===== config.mk =====
export PLATFORM = sky130hd
export DESIGN_NAME = chaos_ks_combiner
export DESIGN_NICKNAME = d
export VERILOG_FILES = /design/src/rtl/ks_pkg.sv /design/src/rtl/ks_history.sv /design/src/rtl/ks_select.sv /design/src/rtl/ks_combine.sv /design/src/rtl/chaos_ks_combiner.sv
export SDC_FILE = /design/constraint.sdc
export NUM_CORES = 1
export LEC_CHECK = 0
export ABC_AREA = 1
export BUFFER_PORTS_ARGS = -buffer_cell sky130_fd_sc_hd__buf_2
export CORE_MARGIN = 1
export CORE_UTILIZATION = 59
export DETAILED_ROUTE_END_ITERATION = 8
export PLACE_DENSITY = 0.95
export SYNTH_ARGS = -nofsm -noshare
export SYNTH_HDL_FRONTEND = slang
export SYNTH_SLANG_ARGS = --single-unit

===== constraint.sdc =====
create_clock -name clk -period 7.15 [get_ports clk]
set_input_delay 0.715 -clock clk [delete_from_list [all_inputs] [get_ports clk]]
set_output_delay 0.715 -clock clk [all_outputs]
set_load 0.02 [all_outputs]

===== src/rtl/ks_pkg.sv =====
package ks_pkg;
  typedef enum logic {
    KS_SELECT = 1'b0,
    KS_XOR    = 1'b1
  } ks_mode_e;
endpackage


===== src/rtl/ks_history.sv =====
module ks_history #(
  parameter int N = 32
) (
  input  logic         clk,
  input  logic         rst_n,
  input  logic         en,
  input  logic [N-1:0] cell_s,
  input  logic [N-1:0] cell_p,
  output logic [N-1:0] prev_s,
  output logic [N-1:0] prev_p
);
  logic [N-1:0] prev_s_nxt;
  logic [N-1:0] prev_p_nxt;

  always_comb begin
    prev_s_nxt = prev_s;
    prev_p_nxt = prev_p;
    if (en) begin
      prev_s_nxt = cell_s;
      prev_p_nxt = cell_p;
    end
  end

  always_ff @(posedge clk or negedge rst_n) begin
    if (!rst_n) begin
      prev_s <= '0;
      prev_p <= '0;
    end else begin
      prev_s <= prev_s_nxt;
      prev_p <= prev_p_nxt;
    end
  end

  AST_HIST_IDLE_HOLD: assert property (@(posedge clk) disable iff (!rst_n)
    !en |=> ($stable(prev_s) && $stable(prev_p)));
  AST_HIST_CAPTURE: assert property (@(posedge clk) disable iff (!rst_n)
    en |=> (prev_s == $past(cell_s) && prev_p == $past(cell_p)));
endmodule


===== src/rtl/ks_select.sv =====
module ks_select
  import ks_pkg::*;
#(
  parameter int N = 32
) (
  input  ks_mode_e     mode,
  input  logic [N-1:0] prev_s,
  input  logic [N-1:0] prev_p,
  input  logic [N-1:0] cell_s,
  input  logic [N-1:0] cell_p,
  output logic [N-1:0] key
);
  localparam logic [N-1:0] HALF = {1'b1, {(N-1){1'b0}}};

  logic [N-1:0] ctrl;
  logic         pick_s;

  always_comb begin
    ctrl   = prev_s ^ prev_p;
    pick_s = (ctrl != '0) && (ctrl <= HALF);
    unique case (mode)
      KS_XOR:    key = cell_s ^ cell_p;
      default:   key = pick_s ? cell_s : cell_p;
    endcase
  end

  always_comb begin
    if (mode == KS_SELECT && ctrl == '0)
      AST_ZERO_CTRL_PICKS_P: assert (key == cell_p);
  end
endmodule


===== src/rtl/ks_combine.sv =====
module ks_combine #(
  parameter int N = 32
) (
  input  logic         clk,
  input  logic         rst_n,
  input  logic         en,
  input  logic [N-1:0] key,
  input  logic [N-1:0] data,
  output logic [N-1:0] key_q,
  output logic [N-1:0] data_q,
  output logic         vld_q
);
  logic [N-1:0] key_nxt;
  logic [N-1:0] data_nxt;

  always_comb begin
    key_nxt  = key_q;
    data_nxt = data_q;
    if (en) begin
      key_nxt  = key;
      data_nxt = data ^ key;
    end
  end

  always_ff @(posedge clk or negedge rst_n) begin
    if (!rst_n) begin
      key_q  <= '0;
      data_q <= '0;
      vld_q  <= 1'b0;
    end else begin
      key_q  <= key_nxt;
      data_q <= data_nxt;
      vld_q  <= en;
    end
  end

  AST_OUT_HOLD: assert property (@(posedge clk) disable iff (!rst_n)
    !en |=> ($stable(key_q) && $stable(data_q)));
  AST_ROUNDTRIP: assert property (@(posedge clk) disable iff (!rst_n)
    en |=> ((data_q ^ key_q) == $past(data)));
endmodule


===== src/rtl/chaos_ks_combiner.sv =====
module chaos_ks_combiner
  import ks_pkg::*;
#(
  parameter int N = 32
) (
  input  logic         clk,
  input  logic         rst_n,
  input  logic         in_valid,
  input  logic         mode,
  input  logic [N-1:0] cell_s,
  input  logic [N-1:0] cell_p,
  input  logic [N-1:0] data_in,
  output logic [N-1:0] key_out,
  output logic [N-1:0] data_out,
  output logic         out_valid
);
  logic         rst_meta;
  logic         rst_sync_n;
  logic [N-1:0] prev_s;
  logic [N-1:0] prev_p;
  logic [N-1:0] key_w;
  ks_mode_e     mode_e;

  always_ff @(posedge clk or negedge rst_n) begin
    if (!rst_n) begin
      rst_meta   <= 1'b0;
      rst_sync_n <= 1'b0;
    end else begin
      rst_meta   <= 1'b1;
      rst_sync_n <= rst_meta;
    end
  end

  assign mode_e = ks_mode_e'(mode);

  ks_history #(.N(N)) u_hist (
    .clk(clk), .rst_n(rst_sync_n), .en(in_valid),
    .cell_s(cell_s), .cell_p(cell_p),
    .prev_s(prev_s), .prev_p(prev_p)
  );

  ks_select #(.N(N)) u_sel (
    .mode(mode_e), .prev_s(prev_s), .prev_p(prev_p),
    .cell_s(cell_s), .cell_p(cell_p), .key(key_w)
  );

  ks_combine #(.N(N)) u_comb (
    .clk(clk), .rst_n(rst_sync_n), .en(in_valid),
    .key(key_w), .data(data_in),
    .key_q(key_out), .data_q(data_out), .vld_q(out_valid)
  );

  AST_VALID_RISE: assert property (@(posedge clk) disable iff (!rst_sync_n)
    in_valid |=> out_valid);
  AST_VALID_FALL: assert property (@(posedge clk) disable iff (!rst_sync_n)
    !in_valid |=> !out_valid);
  AST_XOR_MODE_KEY: assert property (@(posedge clk) disable iff (!rst_sync_n)
    (in_valid && mode) |=> (key_out == $past(cell_s ^ cell_p)));
  AST_SELECT_FROM_CELLS: assert property (@(posedge clk) disable iff (!rst_sync_n)
    (in_valid && !mode) |=> (key_out == $past(cell_s) || key_out == $past(cell_p)));
  always_comb begin
    if (!rst_n)
      AST_RESET_QUIET: assert (!out_valid);
  end
endmodule


# Word level (Yosys, flattened, before mapping)
# Index checks and enable logic that the tools add are counted.
# W data, S select, Z words.
# totals
mem_bits_ro	0
latchBits	0
mem_bits_rw	0
out_inout_bits	65
elab_cells	15
memories	0
inputBits	100
register_bits	131
# classes
bitwise	3
n_mul	0
n_eq_ne	0
addsub	0
muxes	2
shift	0
n_div	0
order_cmp	1
n_reduce_logical	2
# ops
op	count
$xor A32 B32 Y32	3
$mux W32	2
$le A32 B32 Y1 const B	1
$reduce_bool A32 Y1	1
$logic_and A1 B1 Y1	1

# Logic depth before layout (Yosys ltp)
# Gate-level depths: netlist (run 1).
# logic_depth
word_depth	6
ltp_mapped	17

# Modules after synthesis
# From an unflattened synthesis (run 1), not the netlist that was laid out.
# unflattened
hier_cells	976
hier_area_um2	7163.1
# by_module_without_submodules
mod	area_per_inst_um2	cells_each	instances
ks_combine	2939.1	368	1
ks_history	2446.1	270	1
ks_select	1724.2	335	1
chaos_ks_combiner	53.8	3	1

# Least setup slack after synthesis (run 1)
# OpenSTA, ideal clock, no wires.
# synth_path
path_kind	flip-flop to flip-flop
start	reg u_hist.prev_p[14]
end	reg u_comb.data_q[30]
t_required_ns	7.032
stages_incl_launch_ff	16
path_slack_ns	5.448
path_buffers	1
t_arrival_ns	1.584
path_cell_list	dfrtp_1 -> xnor2_1 -> nand2_1 -> nor2_1 -> nand2_1 -> nor2_2 -> nand2_1 -> nand2_4 -> nand2_4 -> nand2_2 -> buf_4 -> nand2_1 -> nand2_1 -> nand3_1 -> nand3_1 -> nand2_1
# synth_between
elab_chain_len	6
# synth_lines
item	line_no	text
from (decl)	ks_history.sv:10	output logic [N-1:0] prev_p
from (signal assigned)	ks_history.sv:30	prev_p <= prev_p_nxt;
$xor A32 B32 Y32 *	ks_select.sv:19	ctrl = prev_s ^ prev_p;
$le A32 B32 Y1 or $reduce_bool A32 Y1 (tied branches)	ks_select.sv:20	pick_s = (ctrl != '0) && (ctrl <= HALF);
$logic_and A1 B1 Y1 *	ks_select.sv:20	
$mux W32 *	ks_select.sv:23	default: key = pick_s ? cell_s : cell_p;
$mux W32 *	ks_select.sv:21	unique case (mode)
$xor A32 B32 Y32 *	ks_combine.sv:21	data_nxt = data ^ key;
to (signal assigned)	ks_combine.sv:32	data_q <= data_nxt;
to (decl)	ks_combine.sv:10	output logic [N-1:0] data_q,
# Every way passes the cells marked *; elsewhere a longest branch is shown, timed or not.
# A chain may end at the register's enable or synchronous reset.

# Worst setup path in the final report (run 1)
# layout_path
start	reg u_hist.prev_p[27]
end	reg u_comb.data_q[25]
# Same word-level chain as after synthesis.

==> results of run 1 <==
## layer usage
| metal | vias to the layer above | GRT usage |
|---|---|---|
| met4 | 0 | 0.164 |
| met5 | - | 0 |
| met3 | 71 | 0.0736 |
| li1 | 3699 | - |
| met2 | 436 | 0.543 |
| met1 | 3590 | 0.406 |
## worst paths after layout
path | cells past startpoint | endpoint | slack, ns
min reg2reg | 0 | rst_sync_n | 0.36
max in group asynchronous | 1 | u_hist.prev_p[1] | 5.40
max | 13 | u_comb.data_q[25] | 3.69
max reg2reg | 13 | u_comb.data_q[25] | 3.69
min in group clk | 0 | rst_sync_n | 0.36
min | 1 | rst_meta | 0.06
## kinds of logic (layout without fill, tap and decap cells)
family                    Yosys count  count (layout)  share of synthesized area
other                               1               1                   0.000505
and+or+nand+nor                   712             712                      0.405
buffers and inverters             130             279                     0.0698
DFF                               131             131                      0.442
xor gates and xnor gates           22              22                     0.0260
AOI/OAI and AO/OA                  77              77                     0.0573
## placed cells by master, fill, tap and decap left out, drive strengths merged
master    instances
nand3b            1
nand3           195
nand2           452
or2              20
clkbuf           18
nor2             43
buf             169
inv              78
bufinv            6
a31oi            32
o21ai            44
xnor2            22
conb              1
clkinvlp          2
nand4             1
clkinv            6
dfrtp           131
a21oi             1
## power groups by stage
stage | sequential (mW) | combinational, mW | clock [mW]
global route | 0.890 | 0.535 | 1.03
detailed placement | 0.889 | 0.471 | 0
floorplan | 0.948 | 0.249 | 0
CTS | 0.879 | 0.478 | 1.00
finish | 0.880 | 0.481 | 0.994
global placement | 0.888 | 0.455 | 0
## through the flow
stage / cells / area [um^2] / setup slack (ns) / hold slack, ns / total power [mW]
after floorplan: 1073 / 7420 / 3.23 / 0.331 / 1.20
after global placement: 1358 / 8270 / 3.68 / 0.339 / 1.34
after detailed placement: 1358 / 8270 / 3.49 / 0.349 / 1.36
after CTS: 1390 / 8940 / 3.82 / 0.0511 / 2.36
after global routing: 1390 / 8940 / 3.53 / 0.0544 / 2.46
final: 1390 / 8940 / 3.69 / 0.0608 / 2.35
## cell type report
cell class              count  area (um^2)
fillers                   951         3170
well taps                 168          210
multi-input cells         812         3620
clock inverters            14          233
repair buffers            169          861
clock buffers              18          439
inverters                  78          293
flip-flops and latches    131         3280
## sequential cells by signal, summed over array words and instances (netlist names)
signal	count
u_comb.data_q	32
u_comb.key_q	32
u_hist.prev_p	32
u_hist.prev_s	32
rst_meta	1
rst_sync_n	1
u_comb.vld_q	1
==> qor.yml, run 1 <==
clocking:
  cts_tree: "done"
  ctsHoldBuffers: 0
  cts_buffers: 17
  clock_path_buffers: 2
  insertion_delay_ns: 0.43
  root_buffer: "clkbuf_16"
  clkTransAtPathRegs_ns: 0.06
  post_cts_resized: 0
  cts_setup_buffers: 0
  cts_sinks: 131
  htree_num_levels: 4
sta:
  rsz0062_at_grt: "false"
  slew_viol_final: 0
  min_period_over_period: 0.484
  worst_slew_pin_slew_ns: 0.899
  min_period_ns: 3.46
  tns_ns: 0
  hold_viol_final: 0
  slew_headroom: 0.400
  setup_viol: 0
  finClkSkew_ns: 0.00640
  fmax_mhz: 289
placed_design:
  gp_congestion: 0.837
  port_buffers: 164
  hpwl_um: 12900
outcome:
  outcome: "complete, no violations"
power:
  p_int_mw: 1.65
  sequentialPowerShare: 0.374
  switching_power_mw: 0.705
  combPwrFrac: 0.204
  pwr-share-clk: 0.422
  power_leakage_nw: 4.85
  ir_worst_vdd_mv: 0.189
  cellPowerDensity_mw_per_mm2: 263
  swShare: 0.299
routing:
  vias_per_cell: 5.61
  wl_met1_um: 7920
  totalWireLength_um: 20400
  drt-wirelength-per-cell_um: 14.7
  met2_length_um: 9840
  first_pass_iters: 7
  highest_layer: "met4"
  postRouteAntennaNets: 0
  drcViolationCount: 0
  dr.first_iter.drc_count: 765
  dr_wl_met3_um: 2010
  vias: 7796
floorplanning:
  die_area_mm2: 0.0130
  core-area_mm2: 0.0121
  die_h_um: 114
  start_util: 0.613
  io_pins: 165
  die_width_um: 114
  fp-row-count: 40
synth:
  synth_nets: 1173
  ys_warn_count: 0
  ys_seq_elements: 131
  synth_most_common_cell: "nand2_1"
  synth_area_leaders: "dfrtp_1, nand2_1, nand3_1, inv_1, o21ai_0"
  synth_edf_count: 0
  synth_top_area_share: 0.442
  syn_area_mm2: 0.00742
  synth_ff_type: "dfrtp_1"
  ys_types: 23
  ys_seq_area_frac: 0.442
  syn_avg_cell_area_um2: 6.92
  yosysTopAreaCell: "dfrtp_1"
  synth_cells: 1073
  ys_async_sr_fraction: 1.00
  synth_commonest_cells: "nand2_1, nand3_1, dfrtp_1"
setup_path:
  cp_max_fo: 34
  critPathArrivalTime_ns: 3.82
  end_kind: "flop"
  crit_family: "simple AND/OR/NAND/NOR gates"
  cp_num_buf_inv: 0
  cp_data_required_time_ns: 7.51
  crit_top_cell: "nand2_1"
  startpoint_type: "flop"
  slowest_delay_ns: 0.63
  critPathKind: "reg2reg"
  path_cells: "xnor2_1, nand2_1, nor2_1, nand3b_1, nor2_1, nand2_2, nand2_4, nand2_2, nand2_1, nand2_1, nand3_1, nand3_1, nand2_1"
  slowest_stage: "nand2_4"
  crit_path_start: "u_hist.prev_p[27]"
  timing.rr.start: "u_hist.prev_p[27]"
global_routing:
  grt_pass1_wl_um: 33600
  antenna_found_initial: 0
  grt_use_total: 0.328
  grt_pass1_vias: 7426
  grt_max_degree: 91
  overflow: 0
min_path:
  holdCritPathClass: "in2async"
final_layout:
  drive_gt1_frac: 0.188
  area_growth_pct: 20.5
  final_nets: 1309
  post-route-util: 0.738
  antenna_cells: 0
job:
  max_cap_viol_count: 0
Note: power is estimated with default switching activity, not from simulation.
==> inputs of run 2 (changes only) <==
--- a/config.mk
+++ b/config.mk
@@ -8,9 +8,9 @@
 export ABC_AREA = 1
 export BUFFER_PORTS_ARGS = -buffer_cell sky130_fd_sc_hd__buf_2
 export CORE_MARGIN = 1
-export CORE_UTILIZATION = 59
+export CORE_UTILIZATION = 50
 export DETAILED_ROUTE_END_ITERATION = 8
-export PLACE_DENSITY = 0.95
+export PLACE_DENSITY = 0.88
 export SYNTH_ARGS = -nofsm -noshare
 export SYNTH_HDL_FRONTEND = slang
 export SYNTH_SLANG_ARGS = --single-unit
==> constraint.sdc (replaced) <==
create_clock -name clk -period 3.01 [get_ports clk]
set_input_delay 0.301 -clock clk [delete_from_list [all_inputs] [get_ports clk]]
set_output_delay 0.301 -clock clk [all_outputs]
set_load 0.02 [all_outputs]
==> qor.yml, run 2 (synthesized netlist as in run 1, its figures left out) <==
outcome:
  outcome: "complete, no violations"
power:
  ir_worst_vdd_mv: 0.427  # +130%
  power_leakage_nw: 4.89  # +0.83%
  cellPowerDensity_mw_per_mm2: 598  # +130%
final_layout:
  post-route-util: 0.622  # -0.117
  antenna_cells: 0  # unchanged
  layout_common_cells: "nand2_1, nand3_1, buf_2"
  post-route-cell-area_mm2: 0.00903  # +1.0%
  drive_gt1_frac: 0.193  # +0.00431
  area_growth_pct: 21.7
  final_nets: 1318  # +0.69%
  final_common_cell: "nand2_1"
global_routing:
  grt_pass1_wl_um: 32100  # -4.4%
  grt_pass1_vias: 6971  # -6.1%
  overflow: 0  # unchanged
  grt_use_total: 0.271  # -0.0574
  grt_max_degree: 74  # -19%
  antenna_found_initial: 1  # +1
floorplanning:
  die_width_um: 124  # +8.5%
  die_area_mm2: 0.0153  # +18%
  die_h_um: 124  # +8.5%
  core-area_mm2: 0.0145  # +20%
  io_pins: 165  # unchanged
  start_util: 0.511  # -0.102
  fp-row-count: 44  # +10%
placed_design:
  preCtsSetupSlack_ns: 0.320  # -3.17 ns
  hpwl_um: 13300  # +3.3%
  port_buffers: 164  # unchanged
  placed_area_mm2: 0.00840  # +1.6%
  gp_congestion: 0.829  # -0.87%
clocking:
  cts_sinks: 131  # unchanged
  root_buffer: "clkbuf_16"
  cts_buffers: 17  # unchanged
  cts_setup_buffers: 0  # unchanged
  cts_tree: "done"
  insertion_delay_ns: 0.41  # -0.02 ns
  clock_path_buffers: 2  # unchanged
  clkTransAtPathRegs_ns: 0.06  # about the same
  htree_num_levels: 4  # unchanged
sta:
  rsz0062_at_grt: "false"
  min_period_ns: 2.73  # -0.729 ns
  min_period_over_period: 0.907  # +0.423
  hold_viol_final: 0  # unchanged
  slew_headroom: 0.518  # +0.118
  finClkSkew_ns: 0.00831  # +0.00191 ns
  tns_ns: 0  # unchanged
  slew_viol_final: 0  # unchanged
  fmax_mhz: 366  # +27%
  worst_slack_ns: 0.279  # -3.41 ns
  setup_viol: 0  # unchanged
  worst_slew_pin_slew_ns: 0.723  # -0.176 ns
setup_path:
  critPathArrivalTime_ns: 3.08  # -0.74 ns
  slowest_delay_ns: 0.49  # -0.14 ns
  startpoint_type: "flop"
  timing.rr.start: "u_hist.prev_p[15]"
  path_cells: "xnor2_1, nand2_1, nor2_1, nand2_1, nor2_2, nand2_1, nand2_4, nand3_2, buf_12, nand2_1, nand2_1, nand3_1, nand3_1, nand2_1"
  crit_path_start: "u_hist.prev_p[15]"
  critPathKind: "reg2reg"
  cp_data_required_time_ns: 3.36  # -4.15 ns
  cp_max_fo: 18  # -47%
  r2r_setup_slack_ns: 0.28  # -3.41 ns
  end_kind: "flop"
  slowest_stage: "nand3_2"
  crit_top_cell: "nand2_1"
routing:
  vias_per_cell: 5.27  # -6.1%
  drcViolationCount: 0  # unchanged
  vias: 7456  # -4.4%
  dr.first_iter.drc_count: 587  # -23%
  drt-wirelength-per-cell_um: 14.0  # -4.6%
  postRouteAntennaNets: 0  # unchanged
  first_pass_iters: 7  # unchanged
  totalWireLength_um: 19800  # -2.9%
min_path:
  holdCritStartpoint: "cell_p[22]"
  holdCritPathClass: "in2reg"
job:
  max_cap_viol_count: 0  # unchanged
[run 2: per-layer routing]
| layer | vias up | track usage | share of wire |
|---|---|---|---|
| li1 | 3718 | - | - |
| met1 | 3418 | 0.334 | 0.42 |
| met2 | 288 | 0.461 | 0.49 |
| met3 | 30 | 0.0522 | 0.072 |
| met4 | 2 | 0.115 | 0.017 |
| met5 | - | 0 | 0.00061 |
[run 2: where the power goes]
group / switching [mW] / internal (mW)
Clock: 0.756 / 1.41
Sequential: 0.128 / 1.96
Combinational: 0.742 / 0.410
Total: 1.63 / 3.77
[run 2: cell type report]
| cell class | count | area, um^2 |
|---|---|---|
| clock buffers | 23 | 498 |
| clock inverters | 9 | 125 |
| fillers | 1293 | 5500 |
| inverters | 78 | 293 |
| multi-input cells | 812 | 3620 |
| flip-flops and latches | 131 | 3280 |
| well taps | 184 | 230 |
| repair buffers | 178 | 981 |
[run 2: timing repair]
item | 4_1_cts | 5_1_grt
resized for setup | 0 | 0
hold endpoints to repair | 2 | 0
endpoints found under the setup margin | 0 | 0
hold buffers | 1 | 0
[run 2: worst paths after layout]
path,to,depth (start not counted)
max in group asynchronous,u_hist.prev_p[21],1
setup reg to reg,u_comb.data_q[8],14
hold reg to reg,rst_sync_n,0
setup / recovery,u_comb.data_q[8],14
min in group asynchronous,rst_sync_n,2
hold / removal,u_hist.prev_p[22],3
[run 2: per-stage QoR]
step                instances  power [mW]  hold WS (ns)
detailed placement       1382        3.26        0.0882
finish                   1415        5.40         0.157
global route             1415        5.68         0.157
CTS                      1415        5.44         0.138
floorplan                1073        2.84       0.00541
global placement         1382        3.22        0.0858
[run 2: worst max-delay path, delay by kind of cell (launching register included)]
family,cells,cell delay [ns]
flip-flops,1,0.41
buffers and inverters,1,0.35
AND/OR/NAND/NOR,12,1.68
XOR/XNOR,1,0.20
==> inputs of run 3 (changes only) <==
--- a/config.mk
+++ b/config.mk
@@ -5,12 +5,12 @@
 export SDC_FILE = /design/constraint.sdc
 export NUM_CORES = 1
 export LEC_CHECK = 0
-export ABC_AREA = 1
+export ABC_AREA = 0
 export BUFFER_PORTS_ARGS = -buffer_cell sky130_fd_sc_hd__buf_2
 export CORE_MARGIN = 1
-export CORE_UTILIZATION = 50
+export CORE_UTILIZATION = 51
 export DETAILED_ROUTE_END_ITERATION = 8
-export PLACE_DENSITY = 0.88
+export PLACE_DENSITY = 0.89
 export SYNTH_ARGS = -nofsm -noshare
 export SYNTH_HDL_FRONTEND = slang
 export SYNTH_SLANG_ARGS = --single-unit
==> qor.yml, run 3 <==
power:
  p_int_mw: 3.81  # +1.1%
  ir_worst_vdd_mv: 0.441  # +3.4%
  pwr-share-clk: 0.362  # -0.039
  power_leakage_nw: 4.32  # -12%
  sequentialPowerShare: 0.383  # -0.003
  combPwrFrac: 0.254  # +0.041
  switching_power_mw: 1.77  # +8.9%
  swShare: 0.317  # +0.0159
  cellPowerDensity_mw_per_mm2: 559  # -6.6%
  finalPower_mw: 5.59  # +3.4%
final_layout:
  post-route-util: 0.627  # +0.00566
  layout_common_cells: "buf_2, dfrtp_1, nor3_1"
  final_nets: 1089  # -17%
  area_growth_pct: 19.2
  fin_cells: 1217  # -14%
  antenna_cells: 0  # unchanged
  final_common_cell: "buf_2"
  post-route-cell-area_mm2: 0.0100  # +11%
  fillers: 1286  # -0.54%
  seq_area_mm2: 0.00328  # unchanged
  multi_input_area_mm2: 0.00480  # +32%
  drive_gt1_frac: 0.321  # +0.128
synth:
  syn_avg_cell_area_um2: 9.74  # +41%
  ys_async_sr_fraction: 1.00  # unchanged
  synth_area_leaders: "dfrtp_1, mux2_2, a2111oi_4, nor3_1, nand2_1"
  synth_nets: 961  # -18%
  synth_cells: 861  # -20%
  ys_warn_count: 0  # unchanged
  synth_ff_type: "dfrtp_1"
  ys_seq_elements: 131  # unchanged
  synth_most_common_cell: "dfrtp_1"
  synth_commonest_cells: "dfrtp_1, nor3_1, nand2_1"
  synth_edf_count: 0  # unchanged
  syn_area_mm2: 0.00839  # +13%
  synth_top_area_share: 0.391  # -0.0510
  ys_seq_area_frac: 0.391  # -0.0510
  ys_types: 37  # +61%
  yosysTopAreaCell: "dfrtp_1"
clocking:
  cts_tree: "done"
  post_cts_resized: 0  # unchanged
  insertion_delay_ns: 0.43  # +0.02 ns
  htree_num_levels: 4  # unchanged
  clock_path_buffers: 2  # unchanged
  clkTransAtPathRegs_ns: 0.06  # about the same
  cts_buffers: 17  # unchanged
  ctsHoldBuffers: 1  # unchanged
  cts_sinks: 131  # unchanged
  cts_setup_buffers: 0  # unchanged
  root_buffer: "clkbuf_16"
placed_design:
  placed_area_mm2: 0.00942  # +12%
  hpwl_um: 14900  # +12%
  port_buffers: 164  # unchanged
  preCtsSetupSlack_ns: 0.317  # -0.00356 ns
  dp.cells: 1185  # -14%
  gp_congestion: 0.767  # -7.5%
sta:
  tns_ns: 0  # unchanged
  worst_slack_ns: 0.284  # +0.00538 ns
  worst_slew_pin_slew_ns: 0.919  # +0.195 ns
  fmax_mhz: 367  # +0.20%
  setup_viol: 0  # unchanged
  slew_viol_final: 0  # unchanged
  finClkSkew_ns: 0.0123  # +0.00396 ns
  min_period_over_period: 0.906  # -0.00179
  slew_headroom: 0.372  # -0.146
  fin_hold_ws_ns: 0.150  # -0.00652 ns
  min_period_ns: 2.73  # -0.00538 ns
  hold_viol_final: 0  # unchanged
  rsz0062_at_grt: "false"
routing:
  vias_per_cell: 6.09  # +16%
  vias: 7410  # -0.62%
  drt-wirelength-per-cell_um: 18.0  # +28%
  postRouteAntennaNets: 0  # unchanged
  first_pass_iters: 5  # -2
  totalWireLength_um: 21900  # +10%
  dr.first_iter.drc_count: 594  # +1.2%
  drcViolationCount: 0  # unchanged
setup_path:
  cp_num_buf_inv: 1  # unchanged
  critPathArrivalTime_ns: 3.03  # -0.05 ns
  r2r-end: "u_comb.data_q[8]"
  critPathKind: "reg2reg"
  r2r_cells: 8  # -6
  slowest_delay_ns: 0.50  # about the same
  cp_data_required_time_ns: 3.31  # -0.05 ns
  r2r_setup_slack_ns: 0.28  # about the same
  crit_path_start: "u_hist.prev_p[14]"
  crit_family: "simple AND/OR/NAND/NOR gates"
  crit_cells: 8  # -6
  cp_max_fo: 47  # +29
  path_cells: "xor2_1, nor4_2, and4_2, buf_12, a2111oi_0, a2111oi_2, mux2i_1, nand2_1"
  startpoint_type: "flop"
  timing.rr.start: "u_hist.prev_p[14]"
  end_kind: "flop"
  crit_end: "u_comb.data_q[8]"
  slowest_stage: "a2111oi_2"
job:
  max_cap_viol_count: 0  # unchanged
global_routing:
  grt_max_degree: 71  # -4.1%
  grt_pass1_vias: 6750  # -3.2%
  grt_use_total: 0.266  # -0.00436
  antenna_found_initial: 0  # -1
  grt_pass1_wl_um: 34700  # +7.9%
  overflow: 0  # unchanged
min_path:
  holdCritPathClass: "in2reg"
floorplanning:
  die_width_um: 130  # +5.2%
  core-area_mm2: 0.0159  # +9.7%
  die_h_um: 130  # +5.2%
  fp-row-count: 46  # +4.5%
  io_pins: 165  # unchanged
  die_area_mm2: 0.0170  # +11%
  start_util: 0.526  # +0.0156
outcome:
  outcome: "complete, no violations"
-- run 3: changes by cell type after synthesis, sizes merged, moves of 32 or more --
cell / before / now
a2111oi: 0 / 62
nor3: 0 / 96
xor2: 0 / 32
nand3: 195 / 31
a21oi: 1 / 33
nand2: 452 / 94
inv: 77 / 1
mux2: 0 / 64
-- run 3: final cells by class --
class,count,area share
clock buffer,21,0.0460
clock inverter,10,0.0109
inverter,1,0.000626
multi-input combinational,655,0.480
sequential,131,0.328
tap,216,0.0270
timing repair buffer,183,0.107
-- run 3: how the worst min path moves through the flow --
stage	startpoint	cells past startpoint	end
2_1_floorplan	rst_n	0	rst_meta
3_3_place_gp	rst_n	1	rst_meta
3_5_place_dp	rst_n	1	rst_meta
4_1_cts	cell_p[17]	2	u_hist.prev_p[17]
5_1_grt	cell_p[19]	2	u_hist.prev_p[19]
6_report	cell_p[17]	2	u_hist.prev_p[17]
-- run 3: power by group through the flow --
stage / Clock (mW) / Sequential [mW] / Combinational, mW
6_report: 2.02 / 2.14 / 1.42
3_5_place_dp: 0 / 2.17 / 1.42
3_3_place_gp: 0 / 2.16 / 1.38
2_1_floorplan: 0 / 2.33 / 0.782
5_1_grt: 2.13 / 2.17 / 1.54
4_1_cts: 2.05 / 2.14 / 1.42
-- run 3: worst register-to-register path: stages, from the launching register on --
cell and delay, ns:
dfrtp_1 0.38, xor2_1 0.19, nor4_2 0.47, and4_2 0.34
buf_12 0.24, a2111oi_0 0.19, a2111oi_2 0.50, mux2i_1 0.23
nand2_1 0.07
-- run 3: cell families (layout without fill, tap and decap cells) --
family / count (synthesis) / count (layout) / synth area share
AND/OR/NAND/NOR: 332 / 332 / 0.188
AO/OA/AOI/OAI: 194 / 194 / 0.222
flip-flops: 131 / 131 / 0.391
multiplexers: 95 / 95 / 0.123
buffers and inverters: 75 / 215 / 0.0413
XOR/XNOR: 33 / 33 / 0.0345
other: 1 / 1 / 0.000447
-- run 3: layer usage --
metal,GRT usage,vias up,share of wire
met1,0.357,3569,0.44
met2,0.424,337,0.48
met4,0.107,0,0.018
met5,0,-,0
li1,-,3470,-
met3,0.0496,34,0.068
